### config.mk
export PLATFORM = sky130hd
export DESIGN_NAME = swd_link_init
export DESIGN_NICKNAME = d
export VERILOG_FILES = /design/src/rtl/swd_pkg.sv /design/src/rtl/swd_clkgen.sv /design/src/rtl/swd_xfer_engine.sv /design/src/rtl/swd_init_seq.sv /design/src/rtl/swd_link_init.sv
export SDC_FILE = /design/constraint.sdc
export NUM_CORES = 1
export LEC_CHECK = 0
export BUFFER_PORTS_ARGS = -buffer_cell sky130_fd_sc_hd__buf_2
export CAP_MARGIN = 40
export CORE_MARGIN = 2
export CORE_UTILIZATION = 28
export CTS_BUF_LIST = sky130_fd_sc_hd__clkbuf_2
export CTS_CLUSTER_DIAMETER = 50
export DETAILED_ROUTE_END_ITERATION = 7
export HOLD_SLACK_MARGIN = 0.08
export PLACE_DENSITY_LB_ADDON = 0.08
export SLEW_MARGIN = 20
export SYNTH_ARGS = -nofsm -noshare
export SYNTH_HDL_FRONTEND = slang
export SYNTH_SLANG_ARGS = --single-unit
### constraint.sdc
create_clock -name clk -period 2.6 [get_ports clk]
set_clock_uncertainty 0.15 [all_clocks]
set_input_delay 0.26 -clock clk [delete_from_list [all_inputs] [get_ports clk]]
set_output_delay 0.26 -clock clk [all_outputs]
set_load 0.02 [all_outputs]
### src/rtl/swd_pkg.sv
package swd_pkg;
  localparam int RAW_W = 64;
  localparam int LEN_W = $clog2(RAW_W + 1);
  localparam int WORD_W = 32;
  localparam logic [WORD_W-1:0] PWR_UP_VAL = 32'h5000_0000;
  localparam logic [WORD_W-1:0] BANK_SEL_VAL = 32'h0000_00F0;

  typedef enum logic [1:0] {OP_RAW, OP_READ, OP_WRITE} op_e;

  typedef struct packed {
    op_e              kind;
    logic             ap;
    logic [1:0]       addr;   // A[3:2]
    logic [LEN_W-1:0] nbits;
    logic [RAW_W-1:0] raw;
    logic [WORD_W-1:0] wdata;
  } swd_cmd_t;

  // request byte, bit 0 goes out first
  function automatic logic [7:0] req_byte(input logic ap, input logic rnw, input logic [1:0] a);
    return {1'b1, 1'b0, ap ^ rnw ^ a[0] ^ a[1], a[1], a[0], rnw, ap, 1'b1};
  endfunction
endpackage

### src/rtl/swd_clkgen.sv
module swd_clkgen #(
  parameter int HALF_CLKS = 2
) (
  input  logic clk,
  input  logic rst,
  output logic swclk,
  output logic fall_tick,
  output logic rise_tick
);
  localparam int PER = 2 * HALF_CLKS;
  localparam int CW = (PER > 2) ? $clog2(PER) : 1;

  logic [CW-1:0] cnt;

  assign rise_tick = (cnt == CW'(HALF_CLKS - 1));
  assign fall_tick = (cnt == CW'(PER - 1));

  always_ff @(posedge clk) begin
    if (rst) begin
      cnt   <= '0;
      swclk <= 1'b0;
    end else begin
      cnt <= fall_tick ? '0 : cnt + 1'b1;
      if (rise_tick) swclk <= 1'b1;
      else if (fall_tick) swclk <= 1'b0;
    end
  end
endmodule

### src/rtl/swd_xfer_engine.sv
module swd_xfer_engine
  import swd_pkg::*;
(
  input  logic              clk,
  input  logic              rst,
  input  logic              fall_tick,
  input  logic              rise_tick,
  input  logic              cmd_valid,
  input  swd_cmd_t          cmd_in,
  input  logic              swdio_i,
  output logic              swdio_o,
  output logic              swdio_oe,
  output logic              op_done,
  output logic              op_fault,
  output logic [WORD_W-1:0] op_rdata
);
  typedef enum logic [3:0] {
    PH_IDLE, PH_RAW, PH_REQ, PH_TRN_A, PH_ACK, PH_RDAT, PH_RPAR,
    PH_TRN_B, PH_WTRN, PH_WDAT, PH_WPAR
  } ph_e;

  ph_e               ph;
  swd_cmd_t          cq;
  logic              pend;
  op_e               kind;
  logic [LEN_W-1:0]  len;
  logic [LEN_W-1:0]  cnt;
  logic [RAW_W-1:0]  sh;
  logic [WORD_W-1:0] wd;
  logic              wpar;
  logic [1:0]        ack_lo;
  logic              last_bit;
  logic              go;
  swd_cmd_t          nc;

  assign go = pend | cmd_valid;
  assign nc = cmd_valid ? cmd_in : cq;
  assign last_bit = (ph == PH_RAW && cnt == len - 1'b1) || ph == PH_TRN_B || ph == PH_WPAR;

  always_ff @(posedge clk) begin
    if (rst) begin
      ph <= PH_IDLE; cq <= '0; pend <= 1'b0; kind <= OP_RAW; len <= '0;
      cnt <= '0; sh <= '0; wd <= '0; wpar <= 1'b0; ack_lo <= '0;
      swdio_o <= 1'b0; swdio_oe <= 1'b0; op_done <= 1'b0; op_fault <= 1'b0;
      op_rdata <= '0;
    end else begin
      op_done <= 1'b0;
      if (cmd_valid) begin
        cq   <= cmd_in;
        pend <= 1'b1;
      end
      // target-driven bits are taken on the rising clock
      if (rise_tick) begin
        case (ph)
          PH_ACK: begin
            if (cnt == LEN_W'(2)) op_fault <= ({swdio_i, ack_lo} != 3'b001);
            else ack_lo[cnt[0]] <= swdio_i;
          end
          PH_RDAT: op_rdata <= {swdio_i, op_rdata[WORD_W-1:1]};
          PH_RPAR: if (swdio_i != ^op_rdata) op_fault <= 1'b1;
          default: ;
        endcase
        if (last_bit) op_done <= 1'b1;
      end
      // host bits change on the falling clock
      if (fall_tick) begin
        if (ph == PH_IDLE || last_bit) begin
          if (go) begin
            pend <= 1'b0; kind <= nc.kind; len <= nc.nbits; cnt <= '0;
            wd <= nc.wdata; wpar <= ^nc.wdata; op_fault <= 1'b0; swdio_oe <= 1'b1;
            if (nc.kind == OP_RAW) begin
              ph <= PH_RAW; sh <= nc.raw; swdio_o <= nc.raw[0];
            end else begin
              ph <= PH_REQ; sh <= RAW_W'(req_byte(nc.ap, nc.kind == OP_READ, nc.addr));
              swdio_o <= 1'b1;
            end
          end else begin
            ph <= PH_IDLE; swdio_oe <= 1'b0; swdio_o <= 1'b0;
          end
        end else begin
          case (ph)
            PH_RAW: begin
              cnt <= cnt + 1'b1; sh <= sh >> 1; swdio_o <= sh[1];
            end
            PH_REQ: begin
              if (cnt == LEN_W'(7)) begin
                ph <= PH_TRN_A; swdio_oe <= 1'b0; cnt <= '0;
              end else begin
                cnt <= cnt + 1'b1; sh <= sh >> 1; swdio_o <= sh[1];
              end
            end
            PH_TRN_A: begin ph <= PH_ACK; cnt <= '0; end
            PH_ACK: begin
              if (cnt != LEN_W'(2)) cnt <= cnt + 1'b1;
              else if (op_fault) ph <= PH_TRN_B;
              else if (kind == OP_READ) begin ph <= PH_RDAT; cnt <= '0; end
              else ph <= PH_WTRN;
            end
            PH_RDAT: begin
              if (cnt == LEN_W'(WORD_W - 1)) ph <= PH_RPAR;
              else cnt <= cnt + 1'b1;
            end
            PH_RPAR: ph <= PH_TRN_B;
            PH_WTRN: begin
              ph <= PH_WDAT; cnt <= '0; swdio_oe <= 1'b1; swdio_o <= wd[0];
            end
            PH_WDAT: begin
              if (cnt == LEN_W'(WORD_W - 1)) begin
                ph <= PH_WPAR; swdio_o <= wpar;
              end else begin
                cnt <= cnt + 1'b1; wd <= wd >> 1; swdio_o <= wd[1];
              end
            end
            default: ph <= PH_IDLE;
          endcase
        end
      end
    end
  end
endmodule

### src/rtl/swd_init_seq.sv
module swd_init_seq
  import swd_pkg::*;
(
  input  logic              clk,
  input  logic              rst,
  input  logic              start,
  input  logic              op_done,
  input  logic              op_fault,
  input  logic [WORD_W-1:0] op_rdata,
  output logic              cmd_valid,
  output swd_cmd_t          cmd,
  output logic              busy,
  output logic              done,
  output logic              error,
  output logic [2:0]        err_step,
  output logic [WORD_W-1:0] idcode,
  output logic [WORD_W-1:0] ap_id
);
  localparam logic [2:0] ST_IDC  = 3'd2;
  localparam logic [2:0] ST_BUF  = 3'd6;
  localparam logic [2:0] ST_LAST = 3'd7;

  logic [2:0] idx;

  always_comb begin
    cmd = '0;
    case (idx)
      3'd0: begin cmd.kind = OP_RAW; cmd.nbits = LEN_W'(16); cmd.raw = RAW_W'(16'hE79E); end
      3'd1: begin cmd.kind = OP_RAW; cmd.nbits = LEN_W'(64); cmd.raw = 64'h00FF_FFFF_FFFF_FFFF; end
      3'd2: begin cmd.kind = OP_READ; cmd.addr = 2'b00; end
      3'd3: begin cmd.kind = OP_WRITE; cmd.addr = 2'b01; cmd.wdata = PWR_UP_VAL; end
      3'd4: begin cmd.kind = OP_WRITE; cmd.addr = 2'b10; cmd.wdata = BANK_SEL_VAL; end
      3'd5: begin cmd.kind = OP_READ; cmd.ap = 1'b1; cmd.addr = 2'b11; end
      3'd6: begin cmd.kind = OP_READ; cmd.addr = 2'b11; end
      default: begin cmd.kind = OP_RAW; cmd.nbits = LEN_W'(8); end
    endcase
  end

  always_ff @(posedge clk) begin
    if (rst) begin
      idx <= '0; busy <= 1'b0; done <= 1'b0; error <= 1'b0; err_step <= '0;
      idcode <= '0; ap_id <= '0; cmd_valid <= 1'b0;
    end else begin
      cmd_valid <= 1'b0;
      if (start && !busy) begin
        busy <= 1'b1; done <= 1'b0; error <= 1'b0; err_step <= '0;
        idx <= '0; cmd_valid <= 1'b1;
      end else if (busy && op_done) begin
        if (op_fault) begin
          busy <= 1'b0; error <= 1'b1; err_step <= idx + 3'd1;
        end else begin
          if (idx == ST_IDC) idcode <= op_rdata;
          if (idx == ST_BUF) ap_id <= op_rdata;
          if (idx == ST_LAST) begin
            busy <= 1'b0; done <= 1'b1;
          end else begin
            idx <= idx + 3'd1; cmd_valid <= 1'b1;
          end
        end
      end
    end
  end
endmodule

### src/rtl/swd_link_init.sv
module swd_link_init
  import swd_pkg::*;
#(
  parameter int HALF_CLKS = 2
) (
  input  logic        clk,
  input  logic        rst,
  input  logic        start,
  output logic        swclk,
  output logic        swdio_o,
  output logic        swdio_oe,
  input  logic        swdio_i,
  output logic        busy,
  output logic        done,
  output logic        error,
  output logic [2:0]  err_step,
  output logic [31:0] idcode,
  output logic [31:0] ap_id
);
  logic              fall_tick, rise_tick;
  logic              cmd_valid, op_done, op_fault;
  swd_cmd_t          cmd;
  logic [WORD_W-1:0] op_rdata;

  swd_clkgen #(.HALF_CLKS(HALF_CLKS)) u_clk (
    .clk(clk), .rst(rst), .swclk(swclk), .fall_tick(fall_tick), .rise_tick(rise_tick)
  );

  swd_xfer_engine u_eng (
    .clk(clk), .rst(rst), .fall_tick(fall_tick), .rise_tick(rise_tick),
    .cmd_valid(cmd_valid), .cmd_in(cmd), .swdio_i(swdio_i),
    .swdio_o(swdio_o), .swdio_oe(swdio_oe),
    .op_done(op_done), .op_fault(op_fault), .op_rdata(op_rdata)
  );

  swd_init_seq u_seq (
    .clk(clk), .rst(rst), .start(start),
    .op_done(op_done), .op_fault(op_fault), .op_rdata(op_rdata),
    .cmd_valid(cmd_valid), .cmd(cmd),
    .busy(busy), .done(done), .error(error), .err_step(err_step),
    .idcode(idcode), .ap_id(ap_id)
  );
endmodule

==> results.cfg <==
[status]
outcome = finished with violations
violations = setup timing

[layout]
multiInputGateArea_um2 = 7440
final_nets = 1884
fin_cells = 2614
utilization = 0.367
syn_to_final_growth_pct = 29.4
nFillCells = 5339
drive_gt1_frac = 0.296
register_area_um2 = 6810
final_area_um2 = 18400

[sta]
rsz0062_at_grt = true
finalCritPeriodShare = 1.08
period_needed_ps = 2810
setup_viol = 116
maxSlewHeadroom = 0.359
setup_ws_ps = -210
tns_ps = -13180
drv_slew = 0
fmaxAchievable_mhz = 356
whs_ps = 305
finalHoldViolations = 0
worstMarginPinSlew_ps = 952

[yosys]
synth-xor-area-share = 0.0481
synth_area_leaders = dfxtp_1 48%, a21oi_1 9.0%, nand2_1 6.2%, nor2_1 5.1%, a211oi_2 4.3%
synthArstFlopShare = 0
ys_ff_latch = 340
synth_top_area_cell = dfxtp_1
synth_top_family_by_area = compound AO/OA/AOI/OAI gates
synthCells = 1673
synth_top_area_frac = 0.479
synth_edf_count = 0
synth_fp_nets = 1688
synth_fa_ha_area_frac = 0.0104
seq_area_frac_synth = 0.479
synthMuxAreaShare = 0.0146
yosysUniqueCellTypes = 63
yosysWarnings = 0
ys_dominant_reg_cell = dfxtp_1
syn_area_um2 = 14200
synthSimpleGateAreaFrac = 0.199
synth.avg_cell_area_um2 = 8.49
synth_compound_area_frac = 0.202

[worst_setup_path]
crit_arrival_ps = 3490
worstReg2RegStart = u_eng.len[0]
slowest_delay_ps = 390
crit_required_ps = 3280
cpMostUsedCell = buf_12
worstPathCellList = inv_2 > ha_4 > xor2_2 > nand4_1 > nor4b_4 > a31oi_4 > buf_12 > o22ai_4 > buf_12 > buf_12 > buf_12 > buf_16 > a211oi_2
worstReg2RegEnd = u_eng.sh[39]
start_kind = register
cp-end-kind = register
path_depth = 13
crit_type = reg2reg
critPathSlowestCell = nor4b_4
r2r.worst_path.cells = 13
worst-path-buf-inv = 6
crit_fanout = 7
worstSetupStartpoint = u_eng.len[0]
ff2ff_setup_slack_ps = -210
cp_top_family = buffers and inverters

[global_route]
grt_overflow = 0
grt_pass1_vias = 12200
grt_max_degree = 109
grt_first_pass_wirelength_um = 64100
antenna_found_initial = 1
grtUsageTotal = 0.148

[placed_design]
dp_cells = 2382
io_buffers = 76
place_congestion = 0.732
placed_area_um2 = 15800
dp_hpwl_um = 23000
dpl_worst_slack_ps = -161

[floorplan]
num_rows = 82
dieArea_um2 = 52500
io_pins = 77
fp.dieW_um = 229
core_area_um2 = 50100
start_util = 0.284
fp.dieH_um = 229

[pwr]
peakVddDrop_mv = 0.221
p_leak_nw = 6.81
finalPower_mw = 10.5
power.density_nw_per_um2 = 574

[drt]
firstDrtPassIters = 5
via_count = 12300
drt_wl_total_um = 40800
ant_nets = 0
drt-initial-drc-count = 562
via_per_inst = 4.70
drc_errors = 0
wl_per_cell_um = 15.6

[cts]
worstSkewPairLatency_ps = 1060
clk_pin_slew_worst_paths_ps = 90
cts_buffers = 96
cts.sinks = 340
cts_buffer_depth = 3
cts_tree = built
cts_root_buffer = clkbuf_2
cts-htree-levels = 3

[hold_path]
min_to = u_seq.ap_id[30]
hold_path_depth = 2
min_path_type = reg2reg
hp-start = u_seq.ap_id[30]

[run]
maxCapViolCount = 0
-- cell families (layout without fill, tap and decap cells) --
logic type      count (synthesis)  in the layout
buf+inv                       157            424
xor+xnor                       78             78
mux                            20             20
compound gates                435            435
other cells                     0              2
simple gates                  631            631
flops                         340            340
fa+ha+maj                      12             12
-- state kept, by name, indices dropped and copies added, names as in the netlist, 4 cells and up --
signal          count
u_seq.ap_id        32
u_eng.cq          108
u_eng.len           7
u_eng.cnt           7
u_eng.sh           63
u_seq.idcode       32
u_eng.wd           32
u_eng.ph            4
u_eng.op_rdata     32
-- power breakdown --
part	internal [mW]	switching [mW]
clock network	1.58	2.36
registers	5.29	0.0579
logic	0.523	0.737
-- per-layer routing --
metal / vias to the layer above / part of all wire / track usage / wire [µm]
met5: - / 0 / 0 / 0
met4: 0 / 0.019 / 0.0601 / 763
met3: 57 / 0.041 / 0.0362 / 1660
met2: 182 / 0.46 / 0.232 / 18800
met1: 5863 / 0.48 / 0.196 / 19500
li1: 6187 / - / - / -
-- synth_stat cells, types with 20 or more instances --
| library cell | number |
|---|---|
| nor2_1 | 193 |
| nand3_1 | 21 |
| nand2_1 | 235 |
| nor3_1 | 60 |
| and2_1 | 49 |
| clkbuf_1 | 89 |
| a211oi_1 | 34 |
| o21ai_0 | 25 |
| dfxtp_1 | 340 |
| buf_2 | 24 |
| xnor2_1 | 65 |
| inv_1 | 20 |
| a21oi_1 | 254 |
| and3_1 | 32 |
| a211oi_2 | 49 |
-- worst reg2reg max path, delay by kind of cell, from the launching register on --
kind / cells / cell delay [ps]
xor+xnor: 1 / 150
fa+ha+maj: 1 / 230
buf+inv: 6 / 800
flops: 1 / 340
simple gates: 2 / 540
compound gates: 3 / 400
-- layout make-up --
class,count,area share
Clock buffer,145,0.0395
Sequential cell,340,0.371
Clock inverter,24,0.00729
Timing Repair Buffer,234,0.127
Inverter,21,0.00429
Tap cell,672,0.0458
Antenna cell,2,0.000272
Multi-Input combinational cell,1176,0.405
-- repair_timing --
action	4_1_cts	5_1_grt
gates resized for setup	68	168
gates cloned	9	11
pin swaps	24	72
endpoints found under the setup margin	99	119
hold endpoints to repair	340	0
hold buffers	7	0
buffers inserted	18	20
-- how the worst max path moves through the flow --
| stage | end | slack (ps) |
|---|---|---|
| global placement | u_eng.sh[22] | -50 |
| finish | u_eng.sh[39] | -210 |
| floorplan | u_eng.wd[28] | 20 |
| global route | u_eng.sh[48] | -340 |
| detailed placement | u_eng.sh[57] | -160 |
| CTS | u_eng.sh[14] | -220 |
-- cells in the final DEF (no fill, tap or decap), drive strengths merged, types with 3 or more instances in the layout --
cell / count
a211oi: 83
and3: 32
nor2b: 7
nand4: 6
o21a: 7
nand3: 21
inv: 23
xor2: 13
or2: 3
clkinv: 19
o22a: 9
xnor2: 65
o22ai: 4
nand2b: 12
buf: 218
a311oi: 10
ha: 11
mux2i: 14
mux2: 6
nor3b: 3
nor3: 60
and2: 49
nor2: 193
o211ai: 8
clkbuf: 153
or3: 3
nand2: 235
dfxtp: 340
dlygate4sd3: 7
o21ai: 28
a21oi: 255
a31oi: 9
(Power assumes the default switching activity.)
